===== src/rtl/pwm_div_pkg.sv =====
package pwm_div_pkg;

  typedef enum logic [1:0] {
    ST_OK      = 2'd0,
    ST_DEFAULT = 2'd1,
    ST_RANGE   = 2'd2,
    ST_NOFIT   = 2'd3
  } status_e;

  typedef enum logic [1:0] {
    S_IDLE   = 2'd0,
    S_CHECK  = 2'd1,
    S_SEARCH = 2'd2
  } state_e;

endpackage


===== src/rtl/pwm_div_window.sv =====
module pwm_div_window #(
  parameter int FXP_W = 24,
  parameter int PN_W  = 5,
  parameter int F_W   = 8,
  parameter int CMP_W = F_W + (1 << PN_W)
) (
  input  logic [FXP_W-1:0] fxp_i,
  input  logic [PN_W-1:0]  pn_min_i,
  input  logic [PN_W-1:0]  pn_max_i,
  output logic [CMP_W-1:0] lo_o,
  output logic [CMP_W-1:0] hi_o,
  output logic             reject_o
);

  localparam int F_MAX = (1 << F_W) - 1;

  logic [CMP_W-1:0] fx;
  logic [CMP_W-1:0] floor_lim;
  logic [CMP_W-1:0] ceil_lim;

  always_comb begin
    fx        = CMP_W'(fxp_i);
    // round-to-nearest of 3/4 and 5/4
    lo_o      = (fx * CMP_W'(3) + CMP_W'(2)) >> 2;
    hi_o      = (fx * CMP_W'(5) + CMP_W'(2)) >> 2;
    floor_lim = CMP_W'(1) << pn_min_i;
    ceil_lim  = CMP_W'(F_MAX) << pn_max_i;
    reject_o  = (lo_o < floor_lim) || (ceil_lim < hi_o) || (pn_min_i > pn_max_i);
  end

endmodule


===== src/rtl/pwm_div_eval.sv =====
module pwm_div_eval #(
  parameter int FXP_W = 24,
  parameter int PN_W  = 5,
  parameter int F_W   = 8,
  parameter int CMP_W = F_W + (1 << PN_W)
) (
  input  logic [FXP_W-1:0] fxp_i,
  input  logic [PN_W-1:0]  pn_i,
  input  logic [CMP_W-1:0] lo_i,
  input  logic [CMP_W-1:0] hi_i,
  output logic [F_W-1:0]   f_o,
  output logic [CMP_W-1:0] actual_o,
  output logic             pass_o
);

  localparam int F_MAX = (1 << F_W) - 1;

  logic [CMP_W-1:0] half;
  logic [CMP_W-1:0] rnd;

  always_comb begin
    half = (pn_i == '0) ? '0 : (CMP_W'(1) << (pn_i - PN_W'(1)));
    rnd  = (CMP_W'(fxp_i) + half) >> pn_i;
    if (rnd == '0)                  f_o = F_W'(1);
    else if (rnd > CMP_W'(F_MAX))   f_o = F_W'(F_MAX);
    else                            f_o = rnd[F_W-1:0];
    actual_o = CMP_W'(f_o) << pn_i;
    pass_o   = (actual_o >= lo_i) && (actual_o <= hi_i);
  end

endmodule


===== src/rtl/pwm_div_search.sv =====
module pwm_div_search
  import pwm_div_pkg::*;
#(
  parameter int FXP_W = 24,
  parameter int PN_W  = 5,
  parameter int F_W   = 8,
  localparam int BRT_W = 1 << PN_W,
  localparam int CMP_W = F_W + BRT_W
) (
  input  logic             clk_i,
  input  logic             rst_ni,
  input  logic             start_i,
  input  logic [FXP_W-1:0] fxp_i,
  input  logic [PN_W-1:0]  pn_min_i,
  input  logic [PN_W-1:0]  pn_max_i,
  output logic             done_o,
  output logic [1:0]       status_o,
  output logic [PN_W-1:0]  pn_o,
  output logic [F_W-1:0]   f_o,
  output logic [BRT_W-1:0] bright_o
);

  state_e           state_q;
  logic [FXP_W-1:0] fxp_q;
  logic [PN_W-1:0]  pmin_q;
  logic [PN_W-1:0]  pmax_q;
  logic [PN_W-1:0]  pn_cur_q;

  logic [CMP_W-1:0] win_lo;
  logic [CMP_W-1:0] win_hi;
  logic             reject;
  logic [F_W-1:0]   cand_f;
  logic [CMP_W-1:0] cand_actual;
  logic             cand_pass;

  pwm_div_window #(
    .FXP_W(FXP_W), .PN_W(PN_W), .F_W(F_W), .CMP_W(CMP_W)
  ) u_window (
    .fxp_i    (fxp_q),
    .pn_min_i (pmin_q),
    .pn_max_i (pmax_q),
    .lo_o     (win_lo),
    .hi_o     (win_hi),
    .reject_o (reject)
  );

  pwm_div_eval #(
    .FXP_W(FXP_W), .PN_W(PN_W), .F_W(F_W), .CMP_W(CMP_W)
  ) u_eval (
    .fxp_i    (fxp_q),
    .pn_i     (pn_cur_q),
    .lo_i     (win_lo),
    .hi_i     (win_hi),
    .f_o      (cand_f),
    .actual_o (cand_actual),
    .pass_o   (cand_pass)
  );

  always_ff @(posedge clk_i or negedge rst_ni) begin
    if (!rst_ni) begin
      state_q  <= S_IDLE;
      fxp_q    <= '0;
      pmin_q   <= '0;
      pmax_q   <= '0;
      pn_cur_q <= '0;
      done_o   <= 1'b0;
      status_o <= ST_OK;
      pn_o     <= '0;
      f_o      <= '0;
      bright_o <= '0;
    end else if (start_i) begin
      fxp_q   <= fxp_i;
      pmin_q  <= pn_min_i;
      pmax_q  <= pn_max_i;
      done_o  <= 1'b0;
      state_q <= S_CHECK;
    end else begin
      unique case (state_q)
        S_CHECK: begin
          if (fxp_q == '0 || reject) begin
            done_o   <= 1'b1;
            status_o <= (fxp_q == '0) ? ST_DEFAULT : ST_RANGE;
            pn_o     <= '0;
            f_o      <= '0;
            bright_o <= '0;
            state_q  <= S_IDLE;
          end else begin
            pn_cur_q <= pmax_q;
            state_q  <= S_SEARCH;
          end
        end
        S_SEARCH: begin
          if (cand_pass) begin
            done_o   <= 1'b1;
            status_o <= ST_OK;
            pn_o     <= pn_cur_q;
            f_o      <= cand_f;
            bright_o <= (BRT_W'(1) << pn_cur_q) - BRT_W'(1);
            state_q  <= S_IDLE;
          end else if (pn_cur_q == pmin_q) begin
            done_o   <= 1'b1;
            status_o <= ST_NOFIT;
            pn_o     <= pn_cur_q;
            f_o      <= cand_f;
            bright_o <= '0;
            state_q  <= S_IDLE;
          end else begin
            pn_cur_q <= pn_cur_q - PN_W'(1);
          end
        end
        default: state_q <= S_IDLE;
      endcase
    end
  end

  // each search step lowers Pn by one
  p_search_desc_r6: assert property (@(posedge clk_i) disable iff (!rst_ni)
    (state_q == S_SEARCH && $past(state_q) == S_SEARCH)
      |-> (pn_cur_q == $past(pn_cur_q) - PN_W'(1)));

  p_start_clears_r9: assert property (@(posedge clk_i) disable iff (!rst_ni)
    start_i |=> !done_o);

  p_done_hold_r9: assert property (@(posedge clk_i) disable iff (!rst_ni)
    (done_o && !start_i) |=> (done_o && $stable(status_o) && $stable(pn_o) && $stable(f_o)));

  p_ok_window_r5: assert property (@(posedge clk_i) disable iff (!rst_ni)
    (done_o && status_o == ST_OK)
      |-> ((CMP_W'(f_o) << pn_o) >= win_lo && (CMP_W'(f_o) << pn_o) <= win_hi
           && pn_o >= pmin_q && pn_o <= pmax_q));

  p_ok_bright_r7: assert property (@(posedge clk_i) disable iff (!rst_ni)
    (done_o && status_o == ST_OK) |-> ($countones(bright_o) == 32'(pn_o) && bright_o[0] == (pn_o != '0)));

  p_nofit_floor_r8: assert property (@(posedge clk_i) disable iff (!rst_ni)
    (done_o && status_o == ST_NOFIT) |-> (pn_o == pmin_q && bright_o == '0));

  p_default_zero_r2: assert property (@(posedge clk_i) disable iff (!rst_ni)
    (done_o && status_o == ST_DEFAULT) |-> (fxp_q == '0 && bright_o == '0 && f_o == '0));

endmodule


===== config.mk =====
export PLATFORM = sky130hd
export DESIGN_NAME = pwm_div_search
export DESIGN_NICKNAME = d
export VERILOG_FILES = /design/src/rtl/pwm_div_pkg.sv /design/src/rtl/pwm_div_window.sv /design/src/rtl/pwm_div_eval.sv /design/src/rtl/pwm_div_search.sv
export SDC_FILE = /design/constraint.sdc
export NUM_CORES = 1
export LEC_CHECK = 0
export BUFFER_PORTS_ARGS = -buffer_cell sky130_fd_sc_hd__buf_2
export CAP_MARGIN = 40
export CORE_ASPECT_RATIO = 0.8
export CORE_MARGIN = 2
export CORE_UTILIZATION = 35
export CTS_BUF_LIST = sky130_fd_sc_hd__clkbuf_16
export DETAILED_ROUTE_END_ITERATION = 8
export GPL_TIMING_DRIVEN = 0
export PLACE_DENSITY = 0.53
export SLEW_MARGIN = 20
export SYNTH_ARGS = -nofsm -noshare
export SYNTH_HDL_FRONTEND = slang
export SYNTH_SLANG_ARGS = --single-unit

===== constraint.sdc =====
create_clock -name clk_i -period 19.6 [get_ports clk_i]
set_clock_uncertainty 0.15 [all_clocks]
set_input_delay 3.92 -clock clk_i [delete_from_list [all_inputs] [get_ports clk_i]]
set_output_delay 3.92 -clock clk_i [all_outputs]
set_load 0.02 [all_outputs]

# == Word-level counts from Yosys, hierarchy flattened ==
# Cells that the tools add are included.
# word_totals
ff_bits,89
output_inout_bits,48
wordCells,86
# op_classes
eq_ne,10
shifts,6
order_cmp,6
n_mul,2
reduce_logical,12
n_bitwise,1
n_addsub,5
muxes,34
# op_table
cell,count
2-to-1 mux 32 bit,3
<< shifter 1 x 5 -> 40 bit (first input constant),2
one-hot mux 32 bit (2 select lines),1
adder 24 x 40 -> 40 bit,1
greater-or-equal comparator 40 x 25 -> 1 bit,1
greater-than comparator 40 x 8 -> 1 bit (second input constant),1
<= comparator 40 x 26 -> 1 bit,1
logical NOT 40 bit,1
less-than comparator 38 x 40 -> 1 bit,1
less-than comparator 40 x 38 -> 1 bit,1
2-to-1 mux 40 bit,1
2-to-1 mux 8 bit,5
<< shifter 8 x 5 -> 40 bit,1
<< shifter 8 x 5 -> 40 bit (first input constant),1
right shift 40 x 5 -> 40 bit,1
<< shifter 1 x 5 -> 32 bit (first input constant),1
subtractor 32 x 2 -> 32 bit (second input constant),1
2-to-1 mux 5 bit,6
adder 27 x 2 -> 28 bit (second input constant),1
adder 26 x 2 -> 27 bit (second input constant),1
multiplier 24 x 3 -> 27 bit (second input constant),1
multiplier 24 x 2 -> 26 bit (second input constant),1
logical NOT 24 bit,1
one-hot mux 5 bit (2 select lines),2
other kinds (22),39

# == Longest topological paths before layout ==
# logic_depth
depth_word,14
mapped_depth,57

# == Hierarchy ==
# Synthesis repeated with hierarchy kept, for this count alone.
# unflattened
hier_cells,2048
hier_area_um2,15991.6
# modules_own_cells
module,instances,cells_per_inst,area_per_inst_um2,seq_area_each_um2
pwm_div_eval,1,959,6585.1,0.0
pwm_div_window,1,644,4783.3,0.0
pwm_div_search,1,445,4623.2,2227.1

# == Worst setup path after synthesis ==
# Ideal clock, no wire load.
# synth_path
path_type,reg-to-reg
from,register pn_cur_q[1]
to,register bright_o[18]
t_arrival_ns,10.888
slack_ns,8.437
stages_incl_launch_ff,56
n_path_buf,10
path_cell_list,dfrtp_1 -> clkbuf_1 -> inv_1 -> clkbuf_1 -> clkbuf_1 -> clkbuf_1 -> clkbuf_1 -> ha_1 -> clkbuf_1 -> inv_1 -> nor3_1 -> a21oi_1 -> o22ai_1 -> and3_1 -> ha_1 -> inv_1 -> fa_1 -> nand2b_1 -> [20 not listed] -> a21o_1 -> a21o_1 -> a21oi_1 -> nor2b_1 -> o21ai_0 -> nand2b_1 -> a21oi_1 -> a211oi_1 -> o31a_1 -> o21ai_0 -> a221oi_1 -> nor2_1 -> nor2b_1 -> o31ai_4 -> nand3_1 -> buf_4 -> buf_6 -> mux2_4
# synth_between
elab_chain_cells,13
word_cells_on_any_way,21
cone_classes,add/sub (3); order compare (3); eq/ne (2); shift (4); mux (5); reduce/logical (4)
# synth_lines
element,line,rtl
from (decl),pwm_div_search.sv:27,logic [PN_W-1:0] pn_cur_q;
from (signal assigned),pwm_div_search.sv:88,pn_cur_q <= pmax_q;
from (signal assigned),pwm_div_search.sv:108,pn_cur_q <= pn_cur_q - PN_W'(1);
subtractor 5 x 1 -> 5 bit,pwm_div_eval.sv:22,half = (pn_i == '0) ? '0 : (CMP_W'(1) << (pn_i - PN_W'(1)));
<< shifter 1 x 5 -> 40 bit,pwm_div_eval.sv:22,
2-to-1 mux 40 bit,pwm_div_eval.sv:22,
adder 24 x 40 -> 40 bit,pwm_div_eval.sv:23,rnd = (CMP_W'(fxp_i) + half) >> pn_i;
right shift 40 x 5 -> 40 bit,pwm_div_eval.sv:23,
greater-than comparator 40 x 8 -> 1 bit,pwm_div_eval.sv:25,else if (rnd > CMP_W'(F_MAX)) f_o = F_W'(F_MAX);
2-to-1 mux 8 bit,pwm_div_eval.sv:25,
2-to-1 mux 8 bit,pwm_div_eval.sv:24,if (rnd == '0) f_o = F_W'(1);
<< shifter 8 x 5 -> 40 bit,pwm_div_eval.sv:27,actual_o = CMP_W'(f_o) << pn_i;
greater-or-equal comparator 40 x 25 -> 1 bit or <= comparator 40 x 26 -> 1 bit (tied branches),pwm_div_eval.sv:28,pass_o = (actual_o >= lo_i) && (actual_o <= hi_i);
logical AND 1 bit,pwm_div_eval.sv:28,
inequality test 3 bit (no source line) or 2-to-1 mux 32 bit (tied branches),--,
AND reduction 4 bit (no source line) or one-hot mux 32 bit (2 select lines) (tied branches),--,
to (signal assigned),pwm_div_search.sv:98,bright_o <= (BRT_W'(1) << pn_cur_q) - BRT_W'(1);
to (decl),pwm_div_search.sv:20,output logic [BRT_W-1:0] bright_o
# Several ways; a longest one is shown, not always the timed one.
# A chain may end at the register's enable or synchronous reset.

# == Worst setup path in the final report ==
# layout_path
from,register pn_cur_q[1]
to,register bright_o[24]
# The elaborated chain is that of the path after synthesis.

==> run_results.csv <==
group,metric,value,unit
outcome,status,"finished clean",
synth,ys_seq_area_share,14.6,%
setup_path,slowest_delay,690,ps
timing,relSlewSlack,33.3,%
finish,final_common_cell,"ha_1",
synth,synth.largest_area_cell,"ha_1",
synth,yosysWarnings,0,
clocking,clk_latency,370,ps
drt,vias,16200,
drt,viasPerCell,6.06,
grt,grt_pass1_wl,96500,um
drt,wl_per_cell,24.2,um
synth,synthFlopType,"dfrtp_1",
timing,post-route-period-util,79.9,%
die,die_w,237,um
setup_path,cp.arrival,15770,ps
finish,nets,2376,
finish,fillers,4597,
timing,worst_slack,3940,ps
timing,hold_violations,0,
die,die_h,191,um
die,pin_count,85,
placed_design,dp_slack,4310,ps
setup_path,path_class,"flip-flop to flip-flop",
finish,layout_common_cells,"237 x ha_1, 175 x nand2_1, 169 x nor2_1",
placed_design,dp_hpwl,53100,um
die,core_area,0.0431,mm^2
setup_path,critPathSlowestCell,"a32oi_1",
clocking,cts_tree,"built",
timing,max_freq,0.0638,GHz
timing,slew_viol_final,0,
synth,synth_edf_count,0,
synth,synth_top_area_share,19.4,%
synth,synth_cell_types,89,
finish,area_delta_synth_final,9.90,%
pwr,power.leakage,7.73,nW
pwr,ir_drop,0.0000617,V
placed_design,io_buffers,84,
setup_path,r2r_slack,3940,ps
drt,drc,0,
grt,grt_pass1_vias,15000,
pwr,power_density,140,mW/mm^2
timing,period_needed,15660,ps
drt,drtIter0Drc,1690,
finish,fin_util,38.9,%
synth,syn_inst,1995,
grt,grt_start_max_net_pins,47,
grt,grt_overflow_total,0,
synth,synthArstFlopShare,100,%
synth,synth.avg_cell_area,7.65,um^2
job,drv_cap,0,
synth,syn_area,0.0153,mm^2
drt,wirelength,64600,um
clocking,clockBufferDepth,2,
synth,syn-num-nets,2271,
clocking,root_buffer,"clkbuf_16",
die,die_area,0.0453,mm^2
clocking,cts_resized,0,
placed_design,gp_congestion,0.984,
clocking,cts.sinks,89,
timing,rsz0062_at_grt,"false",
setup_path,worst_setup_path_start_kind,"flip-flop",
die,rows,68,
synth,synth-seq-cells,89,
pwr,power,2.34,mW
clocking,numCtsBuffers,9,
finish,seqCellArea,0.00223,mm^2
setup_path,required,19700,ps
drt,drt-pass1-iter-count,5,
drt,antenna_left,0,
clocking,h-tree-depth,3,
die,start_util,35.4,%
min_path,hold_class,"flip-flop to flip-flop",
finish,multi_input_area,0.0121,mm^2
clocking,cts_setup_buffers,0,
setup_path,critPathCaptureType,"flip-flop",
clocking,clk_pin_slew_worst_paths,80,ps
setup_path,crit_path_frequent_cell,"clkbuf_1",
timing,fin_setup_tns,0,ps
timing,setup_violations,0,
synth,synthTopCellsByArea,"ha_1 19%, dfrtp_1 15%, o21ai_0 4.7%",
clocking,cts_hold_buf,0,
grt,grtUsageTotal,28.2,%
finish,drive_gt1_share,10.5,%
grt,antenna_found_initial,0,
timing,worstMarginPinSlew,991,ps
setup_path,path_max_fanout,12,
[synthesized netlist by cell type, types with 26 or more instances]
cell type,n
a211oi_1,37
a21o_1,40
a21oi_1,135
and2_1,31
and3_1,29
clkbuf_1,75
dfrtp_1,89
ha_1,237
inv_1,117
mux2_2,30
mux2i_1,39
nand2_1,175
nand3_1,34
nand4_1,26
nor2_1,170
nor2b_1,29
nor3_1,58
o211ai_1,26
o21ai_0,142
xnor2_1,48
[where the power goes]
| part | switching, mW | leakage (nW) | internal [mW] | total [mW] |
|---|---|---|---|---|
| logic | 1.30 | 6.44 | 0.638 | 1.94 |
| clock network | 0.0859 | 0.134 | 0.0862 | 0.172 |
| registers | 0.0301 | 1.16 | 0.198 | 0.228 |
[area by class of cell]
class	count	share of cell area [%]
multi-input cells	1678	72.3
inverters	121	2.71
plain buffers	107	2.72
clock inverters	7	0.269
diodes	2	0.0298
flip-flops and latches	89	13.3
clock buffers	9	1.34
well taps	560	4.18
repair buffers	94	3.13
[flip-flops by register name, summed over array words and instances (netlist names), 5 cells and up]
register	cells
pmin_q	5
pn_o	5
pmax_q	5
bright_o	32
fxp_q	24
f_o	8
pn_cur_q	5
[metrics by stage]
| stage | cell area (um^2) | hold WS, ps | std cells |
|---|---|---|---|
| after floorplan | 15300 | 375 | 1995 |
| after global placement | 16400 | 320 | 2639 |
| after detailed placement | 16500 | 342 | 2648 |
| after CTS | 16700 | 359 | 2664 |
| after global routing | 16800 | 369 | 2665 |
| final | 16800 | 351 | 2667 |
[critical path, delay by kind of cell (launching register included)]
family	cells	cell delay [ps]
AO/OA/AOI/OAI	22	5590
adder cells (fa/ha/maj)	3	1000
buffers and inverters	14	5360
flip-flops	1	470
multiplexers	1	290
AND/OR/NAND/NOR	14	2630
[kinds of logic (layout without fill, tap and decap cells)]
kind of cell	after synthesis	count (layout)	share of synthesized area, %
buf+inv	228	338	5.97
simple gates	649	649	20.6
xor+xnor	67	67	3.85
compound gates	636	636	28.6
other cells	0	2	0
fa+ha+maj	239	239	19.7
mux	87	87	6.72
flops	89	89	14.6
[worst paths after layout]
check / start / cells past startpoint / end
min in group asynchronous: rst_ni / 1 / bright_o[25]
max in group asynchronous: rst_ni / 2 / pmin_q[4]
worst min-delay path: bright_o[10] / 1 / bright_o[10]
worst min register to register: bright_o[10] / 1 / bright_o[10]
worst max register to register: pn_cur_q[1] / 54 / bright_o[24]
worst max-delay path: pn_cur_q[1] / 54 / bright_o[24]
[layer usage]
layer,track usage (%),part of all wire [%],up-vias
met4,7.67,2.7,0
met1,41.9,49,7747
met3,4.23,7.4,100
met2,42.0,41,690
li1,-,-,7625
met5,0,0,-
(Power assumes the default switching activity.)
